===== config.mk =====
export PLATFORM = sky130hd
export DESIGN_NAME = trk_word_ram
export DESIGN_NICKNAME = d
export VERILOG_FILES = /design/src/rtl/trk_word_ram_pkg.sv /design/src/rtl/trk_addr_match.sv /design/src/rtl/trk_word_store.sv /design/src/rtl/trk_read_port.sv /design/src/rtl/trk_word_ram.sv
export SDC_FILE = /design/constraint.sdc
export NUM_CORES = 1
export LEC_CHECK = 0
export BUFFER_PORTS_ARGS = -buffer_cell sky130_fd_sc_hd__buf_2
export CAP_MARGIN = 20
export CORE_MARGIN = 4
export CORE_UTILIZATION = 49
export CTS_BUF_LIST = sky130_fd_sc_hd__clkbuf_16
export CTS_CLUSTER_DIAMETER = 40
export CTS_CLUSTER_SIZE = 10
export DETAILED_ROUTE_END_ITERATION = 8
export GPL_TIMING_DRIVEN = 1
export MAX_ROUTING_LAYER = met4
export PLACE_DENSITY_LB_ADDON = 0.08
export RECOVER_POWER = 25
export SLEW_MARGIN = 0
export SYNTH_ARGS = -nofsm -noshare
export SYNTH_HDL_FRONTEND = slang
export SYNTH_SLANG_ARGS = --single-unit
export TNS_END_PERCENT = 20

===== constraint.sdc =====
create_clock -name clk_i -period 0.94 [get_ports clk_i]
set_input_delay 0.047 -clock clk_i [delete_from_list [all_inputs] [get_ports clk_i]]
set_output_delay 0.047 -clock clk_i [all_outputs]
set_load 0.01 [all_outputs]

===== src/rtl/trk_word_ram_pkg.sv =====
package trk_word_ram_pkg;

   // Source selected for the read data register
   typedef enum logic {
      RD_SRC_FREE  = 1'b0,
      RD_SRC_TRACK = 1'b1
   } rd_src_e;

   // Port indices into the address comparator
   localparam int unsigned PORT_WR = 0;
   localparam int unsigned PORT_RD = 1;
   localparam int unsigned NUM_PORTS = 2;

   function automatic int unsigned addr_bits(input int unsigned depth);
      return (depth > 1) ? $clog2(depth) : 1;
   endfunction

endpackage


===== src/rtl/trk_addr_match.sv =====
module trk_addr_match #(
   parameter int unsigned AW         = 7,
   parameter int unsigned NPORT      = 2,
   parameter int unsigned TRACK_ADDR = 100
) (
   input  logic [NPORT*AW-1:0] addr_i,
   output logic [NPORT-1:0]    hit_o
);

   localparam logic [AW-1:0] TRK = AW'(TRACK_ADDR);

   if (AW == 0) begin : g_bad_aw
      $error("trk_addr_match: AW must be non-zero");
   end

   for (genvar p = 0; p < NPORT; p++) begin : g_port
      assign hit_o[p] = (addr_i[p*AW +: AW] == TRK);
   end

endmodule


===== src/rtl/trk_word_store.sv =====
module trk_word_store #(
   parameter int unsigned WIDTH = 64
) (
   input  logic             clk_i,
   input  logic             rst_ni,
   input  logic             wr_en_i,
   input  logic             wr_hit_i,
   input  logic [WIDTH-1:0] wr_data_i,
   output logic [WIDTH-1:0] word_o
);

   logic             upd;
   logic [WIDTH-1:0] word_q;

   assign upd = wr_en_i & wr_hit_i;

   always_ff @(posedge clk_i or negedge rst_ni) begin
      if (!rst_ni) begin
         word_q <= '0;
      end else if (upd) begin
         word_q <= wr_data_i;
      end
   end

   assign word_o = word_q;

   AST_UNTRACKED_WRITE_KEEPS: assert property (@(posedge clk_i) disable iff (!rst_ni)
      (wr_en_i && !wr_hit_i) |=> $stable(word_o));
   AST_NO_WRITE_KEEPS: assert property (@(posedge clk_i) disable iff (!rst_ni)
      (!wr_en_i) |=> $stable(word_o));
   AST_TRACKED_WRITE_LANDS: assert property (@(posedge clk_i) disable iff (!rst_ni)
      (wr_en_i && wr_hit_i) |=> (word_o == $past(wr_data_i)));

endmodule


===== src/rtl/trk_read_port.sv =====
module trk_read_port
   import trk_word_ram_pkg::*;
#(
   parameter int unsigned WIDTH = 64
) (
   input  logic             clk_i,
   input  logic             rst_ni,
   input  logic             rd_en_i,
   input  rd_src_e          src_i,
   input  logic [WIDTH-1:0] track_word_i,
   input  logic [WIDTH-1:0] free_data_i,
   output logic [WIDTH-1:0] rd_data_o
);

   logic [WIDTH-1:0] sel_d;
   logic [WIDTH-1:0] rd_q;

   always_comb begin
      unique case (src_i)
         RD_SRC_TRACK: sel_d = track_word_i;
         default:      sel_d = free_data_i;
      endcase
   end

   always_ff @(posedge clk_i or negedge rst_ni) begin
      if (!rst_ni) begin
         rd_q <= '0;
      end else if (rd_en_i) begin
         rd_q <= sel_d;
      end
   end

   assign rd_data_o = rd_q;

   AST_FREE_READ_ECHO: assert property (@(posedge clk_i) disable iff (!rst_ni)
      (rd_en_i && src_i == RD_SRC_FREE) |=> (rd_data_o == $past(free_data_i)));
   AST_IDLE_HOLDS: assert property (@(posedge clk_i) disable iff (!rst_ni)
      (!rd_en_i) |=> $stable(rd_data_o));

endmodule


===== src/rtl/trk_word_ram.sv =====
module trk_word_ram
   import trk_word_ram_pkg::*;
#(
   parameter int unsigned DEPTH      = 128,
   parameter int unsigned WIDTH      = 64,
   parameter int unsigned TRACK_ADDR = 100,
   localparam int unsigned AW        = addr_bits(DEPTH)
) (
   input  logic             clk_i,
   input  logic             rst_ni,
   input  logic             wr_en_i,
   input  logic [AW-1:0]    wr_addr_i,
   input  logic [WIDTH-1:0] wr_data_i,
   input  logic             rd_en_i,
   input  logic [AW-1:0]    rd_addr_i,
   input  logic [WIDTH-1:0] free_data_i,
   output logic [WIDTH-1:0] rd_data_o
);

   // Elaboration-time parameter checks
   if (DEPTH < 2) begin : g_bad_depth
      $error("trk_word_ram: DEPTH must be at least 2");
   end
   if (WIDTH == 0) begin : g_bad_width
      $error("trk_word_ram: WIDTH must be non-zero");
   end
   if (TRACK_ADDR >= DEPTH) begin : g_bad_track
      $error("trk_word_ram: TRACK_ADDR must lie below DEPTH");
   end

   logic [NUM_PORTS*AW-1:0] port_addr;
   logic [NUM_PORTS-1:0]    port_hit;
   logic [WIDTH-1:0]        track_word;
   rd_src_e                 rd_src;

   assign port_addr[PORT_WR*AW +: AW] = wr_addr_i;
   assign port_addr[PORT_RD*AW +: AW] = rd_addr_i;

   trk_addr_match #(
      .AW         (AW),
      .NPORT      (NUM_PORTS),
      .TRACK_ADDR (TRACK_ADDR)
   ) u_match (
      .addr_i (port_addr),
      .hit_o  (port_hit)
   );

   trk_word_store #(
      .WIDTH (WIDTH)
   ) u_store (
      .clk_i     (clk_i),
      .rst_ni    (rst_ni),
      .wr_en_i   (wr_en_i),
      .wr_hit_i  (port_hit[PORT_WR]),
      .wr_data_i (wr_data_i),
      .word_o    (track_word)
   );

   assign rd_src = port_hit[PORT_RD] ? RD_SRC_TRACK : RD_SRC_FREE;

   trk_read_port #(
      .WIDTH (WIDTH)
   ) u_rd (
      .clk_i        (clk_i),
      .rst_ni       (rst_ni),
      .rd_en_i      (rd_en_i),
      .src_i        (rd_src),
      .track_word_i (track_word),
      .free_data_i  (free_data_i),
      .rd_data_o    (rd_data_o)
   );

   localparam logic [AW-1:0] TRK = AW'(TRACK_ADDR);

   AST_READ_BEFORE_WRITE: assert property (@(posedge clk_i) disable iff (!rst_ni)
      (rd_en_i && rd_addr_i == TRK && wr_en_i && wr_addr_i == TRK)
      |=> (rd_data_o == $past(track_word)));
   AST_WRITE_THEN_READ: assert property (@(posedge clk_i) disable iff (!rst_ni)
      (rd_en_i && rd_addr_i == TRK && !(wr_en_i && wr_addr_i == TRK)
       && $past(wr_en_i && wr_addr_i == TRK))
      |=> (rd_data_o == $past(wr_data_i, 2)));

endmodule


# Yosys cells after proc, flatten, opt, wreduce, memory -nomap -nowiden
# Index checks and enable logic that the tools add are counted.
# totals
regBits,128
out_inout_bits,64
word_cells,7
# classes
n_eq_ne,2
muxes,2
bitwise_logic,1
# ops
cell,n
64-bit two-way mux,1
7-bit equality test (second input constant),2
1-bit bitwise AND,1
1-bit two-way mux,1

# Logic depth before layout (Yosys ltp)
# Gate-level depths: netlist of run 1.
# logic_depth
depth_word,3
ltp_mapped,5
mapped_depth_nobuf,3

# Cells and area by module
# Synthesis of run 1 repeated with hierarchy kept, for this count alone.
# unflattened
cells_unflattened,417
area_unflattened_um2,5436.5
# by_module_without_submodules
mod,n_inst,cells_each,area_each_um2
trk_read_port,1,277,2966.6
trk_word_store,1,135,2434.8
trk_addr_match,1,5,35.0

# Worst setup path before layout of run 1
# OpenSTA, ideal clock, no wires.
# synth_timing
path_type,input-to-reg
start,input port wr_addr_i[4]
end,register u_store.word_q[10] (netlist: u_store.word_o[10])
setup_ps,125
arrival_ps,1355
t_required_ps,815
path_slack_ps,-540
path_stages,4
path_buffers,1
path_cell_list,nand4b_1 nor4_4 buf_6 mux2_2
# synth_between
elab_chain_len,2
# synth_rtl
item,line_no,source
start: declaration,trk_word_ram.sv:12,"input logic [AW-1:0] wr_addr_i,"
7-bit equality test,trk_addr_match.sv:17,assign hit_o[p] = (addr_i[p*AW +: AW] == TRK);
1-bit bitwise AND,trk_word_store.sv:15,assign upd = wr_en_i & wr_hit_i;
end signal: assignment,trk_word_store.sv:21,word_q <= wr_data_i;
end: declaration,trk_word_store.sv:13,logic [WIDTH-1:0] word_q;
# No other way between the ends.
# A chain may end at the register's enable or synchronous reset.

# Final worst setup path of run 1
# layout_timing
start,input port wr_addr_i[4]
end,register u_store.word_q[37] (netlist: u_store.word_o[37])
# Same word-level chain as after synthesis.

==> results.md, run 1 <==
- R2R depth: 1
- Count leader, synth: dfrtp_1
- GRT Total Usage: 0.305
- Detailed Place HPWL: between 10 and 15 mm
- Top cell type's share of synthesized area: 0.571
- Maximum vdd drop: ~1.3 mV
- Global-route wire length before repair: 30.2 mm
- Synth cell types: 18
- Leakage: about 4.2 nW
- Worst-Skew Late Latency: roughly 0.42 ns
- Die Area: 0.0132 mm²
- Layout cells sized above 1: 0.380
- Clk_skew: about 0.0052 ns
- Starting density of the core: 0.509
- Total power: about 15 mW
- Critical path buffer and inverter count: 3
- Clock root buffer: clkbuf_16
- Dominant synthesized flop cell: dfrtp_1
- Critical path class: in -> reg
- Register Area: approximately 0.0032 mm²
- Drt total wl: 20.6 mm
- Hold Violations, Final: 0
- Status: finished with violations
- Cell count after synthesis: a little over 500
- Gr ovfl total: 0
- Maxcap violations: 0
- Final period util: 1.17
- Syn avg cell area: 11.0 µm²
- TritonCTS clock tree: built
- Via count: 5,885
- Reg-to-Reg End: u_store.word_o[37]$_DFFE_PN0P_
- Synth-to-Final Area Change: 64.2%
- CP max stage delay: about 0.38 ns
- # DRC: 0
- Hold_ws: 0.0981 ns
- Family with the most delay on the worst path: buffers and inverters
- Largest net degree at the start of global routing: 64
- CP required: between 1 and 1.5 ns
- DRT iter0 DRCs: between 500 and 600
- Fin area: between 0.009 and 0.01 mm²
- RSZ-0062 raised after global routing: yes
- #FFs+latches synth: ~130
- Syn nets: roughly 660
- Max Clock Freq: 910 MHz
- Crit-path cells: buf_6 -> nand4b_1 -> nor4_4 -> buf_6 -> buf_16 -> mux2_1
- CTS clk-pin slew, worst paths: 0.05 ns
- DR vias/cell: approximately 6
- Failing checks: negative setup slack
- Ys async rst share: 1.00
- Number of flops mapped to enable cells by yosys: 0
- CP Data Arrival Time: between 1 and 1.5 ns
- Power Density: 1580 mW/mm²
- Routed Antenna Nets: 0
- CTS Sinks: roughly 130
- Port bufs: around 210
- Post-synth top cells: dfrtp_1, a31oi_1, nand4_1, nor2_1, o21ai_0
- Die width: 115 µm
- Worst-margin pin slew: 0.508 ns
- Final-stage net count: just under 1,000
- Register area share after synthesis: 0.571
- Crit start category: input port
- Min Tclk post-route: 1.10 ns
- Fin util: 0.835
- Top-Level Pins: between 200 and 250
- Largest cells by area after synthesis: dfrtp_1, a31oi_1, nand4_1
- Reg2reg setup slack: about 0.070 ns
- Finish-stage setup viols: roughly 170
- CP Capture Type: flip-flop
- Warnings from Yosys: 0
- Worst Hold Endpoint: u_rd.rd_data_o[35]$_DFFE_PN0P_
- Syn Std Cell Area: about 0.0056 mm²
- Final TNS setup: -9.16 ns
- Final worst slack: -0.159 ns
- Initial DRT Pass Iterations: 8
- Initial antenna violation count: 0
- Die H: around 110 µm
- R2r startpoint: u_store.word_o[37]$_DFFE_PN0P_
- Rel. slew slack: 0.661
- Vias in the first global route: 5,945
- Row Count: 38
- Routed WL per cell: a little over 20 µm
- Slowest CP cell: mux2_1
- Cell mode on critical path: buf_6
- Total core area: 0.0110 mm²
- Filler cells: just over 600
- Multi-input gate area: approximately 0.0023 mm²
- WHS Path Cells: 4
- Worst-path fanout max: 19
- Worst hold start: rd_addr_i[6]
- Hold WC Path Type: in -> reg
- Cell Area, Placed: around 0.0070 mm²
- GPL Wtd Cong: roughly 0.81
- Max-slew violations: 0
- Clock buffers created by TritonCTS: 17
- CTS Buffer Depth: 2
- Dominant cell type by area after synthesis: dfrtp_1
- H-tree Lvls: 4
[placed cells by master, fill, tap and decap left out, drive strengths merged]
cell type / Yosys / final
a31oi: 64 / 64
buf: 13 / 238
bufinv: 0 / 1
clkbuf: 41 / 21
clkinv: 0 / 9
dfrtp: 128 / 128
diode: 0 / 1
dlygate4sd3: 0 / 129
inv: 0 / 4
mux2: 64 / 64
nand2b: 1 / 1
nand3b: 1 / 1
nand4: 64 / 64
nand4b: 1 / 1
nor2: 64 / 64
nor2b: 1 / 1
nor4: 1 / 1
nor4b: 1 / 1
o21ai: 64 / 64
or4b: 1 / 1
[per-stage QoR]
step / worst slack [ns] / cells
after floorplan: -0.540 / 509
after global placement: -0.639 / 832
after detailed placement: -0.674 / 832
after CTS: -0.138 / 995
after global routing: -0.194 / 997
final: -0.159 / 998
[layout make-up]
type	instances	area share
sequential	128	0.348
timing repair buffer	371	0.323
multi-input combinational	327	0.254
clock buffer	17	0.0462
tap	140	0.0190
clock inverter	14	0.00937
antenna	1	0.000272
[per-layer routing]
metal / global-route usage / vias to the layer above / part of all wire
met1: 0.362 / 2869 / 0.37
met4: 0.151 / 0 / 0.041
met3: 0.0632 / 77 / 0.081
met2: 0.497 / 354 / 0.51
li1: - / 2585 / -
met5: - / - / 0
[cells by family (layout without fill, tap and decap cells)]
| kind of cell | count (synthesis) | count (layout) | synth area share |
|---|---|---|---|
| AO/OA/AOI/OAI | 128 | 128 | 0.128 |
| buffers and inverters | 54 | 402 | 0.0455 |
| flip-flops | 128 | 128 | 0.571 |
| multiplexers | 64 | 64 | 0.128 |
| other | 0 | 1 | 0 |
| AND/OR/NAND/NOR | 135 | 135 | 0.126 |
[report_power, final]
part           internal (mW)  switching, mW
logic                   1.35           1.12
clock network           3.51           2.27
registers               6.00          0.304
total                   10.9           3.69
[registers in the layout, indices dropped and copies added (netlist names)]
register        count
u_rd.rd_data_o     64
u_store.word_o     64
[repair_timing]
action,4_1_cts,5_1_grt
resized for setup,47,90
endpoints found under the setup margin,192,188
endpoints found under the hold margin,256,0
hold buffers,129,0
buffers inserted,1,0
pin swaps,1,17
gates cloned,2,2
[worst max-delay path by stage]
stage | startpoint | endpoint | slack (ns) | depth (start not counted)
CTS | wr_addr_i[4] | u_store.word_o[46]$_DFFE_PN0P_ | -0.14 | 6
floorplan | wr_addr_i[4] | u_store.word_o[10]$_DFFE_PN0P_ | -0.54 | 4
finish | wr_addr_i[4] | u_store.word_o[37]$_DFFE_PN0P_ | -0.16 | 6
global route | wr_addr_i[4] | u_store.word_o[37]$_DFFE_PN0P_ | -0.19 | 6
global placement | wr_addr_i[4] | u_store.word_o[10]$_DFFE_PN0P_ | -0.64 | 5
detailed placement | rd_addr_i[1] | u_rd.rd_data_o[8]$_DFFE_PN0P_ | -0.67 | 5
No activity file was read; power rests on OpenSTA's default activity.
==> run 2, diff against run 1 <==
--- a/config.mk
+++ b/config.mk
@@ -6,12 +6,10 @@
 export NUM_CORES = 1
 export LEC_CHECK = 0
 export BUFFER_PORTS_ARGS = -buffer_cell sky130_fd_sc_hd__buf_2
-export CAP_MARGIN = 20
 export CORE_MARGIN = 4
 export CORE_UTILIZATION = 49
 export CTS_BUF_LIST = sky130_fd_sc_hd__clkbuf_16
 export CTS_CLUSTER_DIAMETER = 40
-export CTS_CLUSTER_SIZE = 10
 export DETAILED_ROUTE_END_ITERATION = 8
 export GPL_TIMING_DRIVEN = 1
 export MAX_ROUTING_LAYER = met4
@@ -21,4 +19,3 @@
 export SYNTH_ARGS = -nofsm -noshare
 export SYNTH_HDL_FRONTEND = slang
 export SYNTH_SLANG_ARGS = --single-unit
-export TNS_END_PERCENT = 20
==> results.md, run 2 (synthesis gave the netlist of run 1 again) <==
- M1 WL: 8.22 mm (+7.6%)
- Maximum vdd drop: 1.49 mV (+13%)
- H-tree Lvls: 4 (unchanged)
- Finish-stage setup viols: 192 (+12%)
- Final-stage net count: 1,042 (+5.1%)
- Commonest cells after routing, fill and taps aside: buf_2, dlygate4sd3_1, dfrtp_1
- Max-slew violations: 0 (unchanged)
- CTS Sinks: 128 (unchanged)
- Initial antenna violation count: 4 (+4)
- Die Area: 0.0132 mm² (unchanged)
- Power Density: 1520 mW/mm² (-3.5%)
- Layout cells sized above 1: 0.443 (+0.0629)
- Status: finished with violations
- CP required: 1.22 ns (about the same)
- Maxcap violations: 0 (unchanged)
- Die width: 115 µm (unchanged)
- Worst-Skew Late Latency: 0.42 ns (about the same)
- CTS Buffer Depth: 2 (unchanged)
- Rel. slew slack: 0.625 (-0.0360)
- DRT iter0 DRCs: 642 (+22%)
- R2r startpoint: u_rd.rd_data_o[53]$_DFFE_PN0P_
- Port bufs: 209 (unchanged)
- Placed cells: 833 (+0.12%)
- Vias in the first global route: 5,963 (+0.30%)
- GRT Total Usage: 0.311 (+0.00583)
- Total core area: 0.0110 mm² (unchanged)
- Crit start category: input port
- Routed Antenna Nets: 0 (unchanged)
- Worst-margin pin slew: 0.562 ns (+0.0540 ns)
- Hold WC Path Type: in -> async
- Filler cells: 499 (-19%)
- # DRC: 0 (unchanged)
- Die H: 115 µm (unchanged)
- Global-route wire length before repair: 30.7 mm (+1.6%)
- Multi-input gate area: 0.00243 mm² (+3.9%)
- Clk_skew: 0.00457 ns (-0.000634 ns)
- Cell Area, Placed: 0.00703 mm² (+0.79%)
- Row Count: 38 (unchanged)
- Critical path class: in -> reg
- Failing checks: negative setup slack
- DR vias/cell: 5.91 (+0.23%)
- Final TNS setup: -11.02 ns (-1.86 ns)
- Hold Violations, Final: 0 (unchanged)
- TritonCTS clock tree: built
- Gr ovfl total: 0 (unchanged)
- Met2 wire length: 11.6 mm (+10%)
- Max Clock Freq: 864 MHz (-5.1%)
- Final worst slack: -0.218 ns (-0.0591 ns)
- Leakage: 4.51 nW (+7.3%)
- Routed WL per cell: 21.6 µm (+4.5%)
- Most common cell after layout, fill and taps aside: buf_2
- CTS clk-pin slew, worst paths: 0.06 ns (about the same)
- Clock root buffer: clkbuf_16
- Synth-to-Final Area Change: 74.7%
- Top-Level Pins: 210 (unchanged)
- Worst-path fanout max: 8 (-11)
- Register Area: 0.00320 mm² (unchanged)
- Top Metal Used: met4
- RSZ-0062 raised after global routing: yes
- CP Data Arrival Time: 1.44 ns (+0.06 ns)
- Post-Layout Cell Count: 1,057 (+5.9%)
- Largest net degree at the start of global routing: 65 (+1.6%)
- Final period util: 1.23 (+0.0628)
- GPL Wtd Cong: 0.804 (-1.4%)
- Fin area: 0.00980 mm² (+6.4%)
- Worst Setup SP: rd_addr_i[0]
- Initial DRT Pass Iterations: 7 (-1)
- Drt total wl: 22.9 mm (+11%)
- Starting density of the core: 0.509 (unchanged)
- WL met3: 2.04 mm (+22%)
- CP Capture Type: flip-flop
- Via count: 6,247 (+6.2%)
- Detailed Place HPWL: 10.9 mm (+0.63%)
- Clock buffers created by TritonCTS: 17 (unchanged)
- Min Tclk post-route: 1.16 ns (+0.0591 ns)
## run 2: changes by cell type in the layout (fill, tap and decap cells not counted), sizes merged
cell,delta
diode,+7
clkinv,+1
clkbuf,+2
buf,+47
dlygate4sd3,+2
## run 2: final cells by class
cell class | instances | area share
well taps | 140 | 0.0179
flip-flops and latches | 128 | 0.327
clock inverters | 15 | 0.00894
diodes | 8 | 0.00204
clock buffers | 17 | 0.0434
repair buffers | 422 | 0.352
multi-input cells | 327 | 0.248
## run 2: worst max-delay path, stage by stage
cell and delay (ns):
buf_6 0.10, or4b_4 0.68, buf_16 0.22, o21ai_1 0.23, a31oi_1 0.15
## run 2: timing repair
action,4_1_cts,5_1_grt
endpoints found under the setup margin,192,179
gates cloned,5,6
pin swaps,19,31
hold buffers,131,0
setup buffers,26,20
endpoints found under the hold margin,256,0
resized for setup,33,68
## run 2: worst paths after layout
kind / cells past startpoint / slack [ns] / end
worst min register to register: 1 / 0.49 / u_store.word_o[5]$_DFFE_PN0P_
worst max-delay path: 5 / -0.22 / u_rd.rd_data_o[55]$_DFFE_PN0P_
min in group clk_i: 3 / 0.15 / u_rd.rd_data_o[21]$_DFFE_PN0P_
max in group asynchronous: 3 / 0.09 / u_rd.rd_data_o[39]$_DFFE_PN0P_
worst min-delay path: 2 / 0.15 / u_rd.rd_data_o[25]$_DFFE_PN0P_
worst max register to register: 4 / -0.04 / u_rd.rd_data_o[53]$_DFFE_PN0P_
## run 2: power by group
part | internal (mW) | switching, mW
combinational | 1.56 | 1.24
clock | 3.50 | 2.31
sequential | 6.00 | 0.318
total | 11.1 | 3.86
## run 2: metal layers
metal	global-route usage	up-vias
li1	-	2706
met1	0.368	2992
met2	0.512	437
met3	0.0779	112
met4	0.123	0
met5	-	-
## run 2: stage by stage
step           hold WS (ns)  utilization  total power [mW]  worst slack (ns)
3_5_place_dp        -0.0430        0.638              8.10            -0.580
4_1_cts              0.0590        0.842              14.5           -0.0839
6_report              0.153        0.888              14.9            -0.218
3_3_place_gp        -0.0456        0.638              8.04            -0.532
5_1_grt               0.154        0.887              15.4            -0.242
2_1_floorplan        -0.249            -              7.11            -0.540
==> run 3, diff against run 2 <==
--- a/config.mk
+++ b/config.mk
@@ -7,8 +7,8 @@
 export LEC_CHECK = 0
 export BUFFER_PORTS_ARGS = -buffer_cell sky130_fd_sc_hd__buf_2
 export CORE_MARGIN = 4
-export CORE_UTILIZATION = 49
-export CTS_BUF_LIST = sky130_fd_sc_hd__clkbuf_16
+export CORE_UTILIZATION = 51
+export CTS_BUF_LIST = sky130_fd_sc_hd__clkbuf_8
 export CTS_CLUSTER_DIAMETER = 40
 export DETAILED_ROUTE_END_ITERATION = 8
 export GPL_TIMING_DRIVEN = 1
==> results.md, run 3 (synthesis gave the netlist of run 1 again) <==
- Status: finished with violations
- Failing checks: negative setup slack
- CP max stage delay: 0.34 ns (-0.34 ns)
- Die width: 113 µm (-1.8%)
- CTS Buffer Depth: 2 (unchanged)
- Clk_skew: 0.0175 ns (+0.0130 ns)
- Power Density: 1410 mW/mm² (-7.6%)
- Max Clock Freq: 915 MHz (+5.9%)
- Finish-stage setup viols: 192 (unchanged)
- Register Area: 0.00320 mm² (unchanged)
- M2 GR Usage: 0.543 (+0.0303)
- Critical path class: in -> reg
- CP Data Arrival Time: 1.41 ns (-0.03 ns)
- Maximum vdd drop: 1.04 mV (-30%)
- Initial DRT Pass Iterations: 6 (-1)
- Worst-Skew Late Latency: 0.44 ns (+0.02 ns)
- Leakage: 4.53 nW (+0.55%)
- Multi-input gate area: 0.00256 mm² (+5.4%)
- Routed WL per cell: 25.0 µm (+16%)
- DR vias/cell: 6.27 (+6.1%)
- Initial antenna violation count: 1 (-3)
- Hold Violations, Final: 0 (unchanged)
- Total power: 14.0 mW (-6.0%)
- Drt total wl: 26.1 mm (+14%)
- Most common cell after layout, fill and taps aside: buf_2
- Rel. slew slack: 0.682 (+0.0565)
- Port bufs: 209 (unchanged)
- Min Tclk post-route: 1.09 ns (-0.0646 ns)
- Final worst slack: -0.153 ns (+0.0646 ns)
- Die Area: 0.0127 mm² (-3.7%)
- GPL Wtd Cong: 0.841 (+4.6%)
- CTS clk-pin slew, worst paths: 0.08 ns (+0.02 ns)
- Gr ovfl total: 0 (unchanged)
- CP required: 1.25 ns (+0.03 ns)
- # DRC: 0 (unchanged)
- Total core area: 0.0108 mm² (-2.2%)
- Hold_ws: 0.0719 ns (-0.0806 ns)
- Met1 usage: 0.393 (+0.0257)
- CTS Sinks: 128 (unchanged)
- Final-stage net count: 1,040 (-0.19%)
- Largest net degree at the start of global routing: 65 (unchanged)
- Worst slack, placed: -0.615 ns (-0.0354 ns)
- Routed Antenna Nets: 0 (unchanged)
- Cell Area, Placed: 0.00697 mm² (-0.89%)
- Layout cells sized above 1: 0.458 (+0.0147)
- Final TNS setup: -16.52 ns (-5.50 ns)
- Crit start category: input port
- Clock root buffer: clkbuf_8
- Fin util: 0.923 (+0.0345)
- Row Count: 38 (unchanged)
- Met3 GRT Util: 0.0765 (-0.00142)
- Max-slew violations: 0 (unchanged)
- Slowest CP cell: mux2_1
- Critical path buffer and inverter count: 3 (+1)
- TritonCTS clock tree: built
- Via count: 6,563 (+5.1%)
- Family with the most delay on the worst path: simple AND/OR/NAND/NOR gates
- Crit-path cells: buf_6 -> nand4b_1 -> nor4_4 -> buf_6 -> buf_12 -> mux2_1
- Starting density of the core: 0.520 (+0.0112)
- Worst-path fanout max: 20 (+12)
- RSZ-0062 raised after global routing: yes
- Cell mode on critical path: buf_6
- H-tree Lvls: 4 (unchanged)
- Vias in the first global route: 6,271 (+5.2%)
- DRT iter0 DRCs: 793 (+24%)
- Filler cells: 394 (-21%)
- Detailed Place HPWL: 10.4 mm (-4.5%)
- Commonest cells after routing, fill and taps aside: buf_2, dlygate4sd3_1, dfrtp_1
- Die H: 113 µm (-1.8%)
- Placed cells: 828 (-0.60%)
- Hold WC Path Type: in -> reg
- Top Usage Layer GRT: met2
- Top-Level Pins: 210 (unchanged)
- Global-route wire length before repair: 32.0 mm (+4.5%)
- Clock buffers created by TritonCTS: 17 (unchanged)
- GRT Total Usage: 0.333 (+0.0222)
- Post-Layout Cell Count: 1,047 (-0.95%)
- Worst-margin pin slew: 0.477 ns (-0.0847 ns)
- Final period util: 1.16 (-0.0687)
- Maxcap violations: 0 (unchanged)
- Synth-to-Final Area Change: 77.5%
- CP Capture Type: flip-flop
- Fin area: 0.00996 mm² (+1.6%)
run 3: cell types whose count changed in the layout (fill, tap and decap cells not counted), moves of 7 or more:
| cell | change |
|---|---|
| diode_2 | -7 |
| mux2_2 | -12 |
| buf_4 | -13 |
| mux2_4 | +16 |
| clkbuf_8 | +21 |
| clkbuf_16 | -10 |
run 3: report_power, final:
part	switching, mW	leakage (nW)	internal, mW	total [mW]
sequential	0.335	1.58	5.98	6.32
clock	2.17	0.214	2.57	4.74
combinational	1.34	2.73	1.62	2.96
run 3: layout make-up:
type,instances,area share
Antenna cell,1,0.000251
Clock buffer,21,0.0290
Timing Repair Buffer,420,0.364
Tap cell,140,0.0176
Clock inverter,10,0.00967
Multi-Input combinational cell,327,0.257
Sequential cell,128,0.322
run 3: path summary, 6_finish.rpt:
kind	from	end	slack, ns	cells after the start
max	wr_addr_i[4]	u_store.word_o[53]$_DFFE_PN0P_	-0.15	6
min	rd_en_i	u_rd.rd_data_o[53]$_DFFE_PN0P_	0.07	3
max reg2reg	u_rd.rd_data_o[36]$_DFFE_PN0P_	u_rd.rd_data_o[36]$_DFFE_PN0P_	0	4
min reg2reg	u_store.word_o[58]$_DFFE_PN0P_	u_store.word_o[58]$_DFFE_PN0P_	0.49	1
max in group asynchronous	rst_ni	u_rd.rd_data_o[16]$_DFFE_PN0P_	0.08	3
min in group asynchronous	rst_ni	u_store.word_o[26]$_DFFE_PN0P_	0.33	3
run 3: tightest hold or removal path, stage by stage:
cell     delay [ns]
buf_4          0.15
buf_4          0.19
a31oi_1        0.09
run 3: metal layers:
metal	part of all wire	up-vias	wire length, µm
met2	0.48	584	12600
met1	0.34	3128	8960
met5	0	-	0
li1	-	2685	-
met4	0.066	0	1730
met3	0.11	166	2830
run 3: what timing repair did:
| item | CTS | global route |
|---|---|---|
| pin swaps | 15 | 48 |
| cloned | 7 | 13 |
| endpoints found under the setup margin | 192 | 169 |
| resized for setup | 21 | 113 |
| hold endpoints to repair | 256 | 0 |
| buffers inserted | 20 | 17 |
| hold buffers | 131 | 0 |
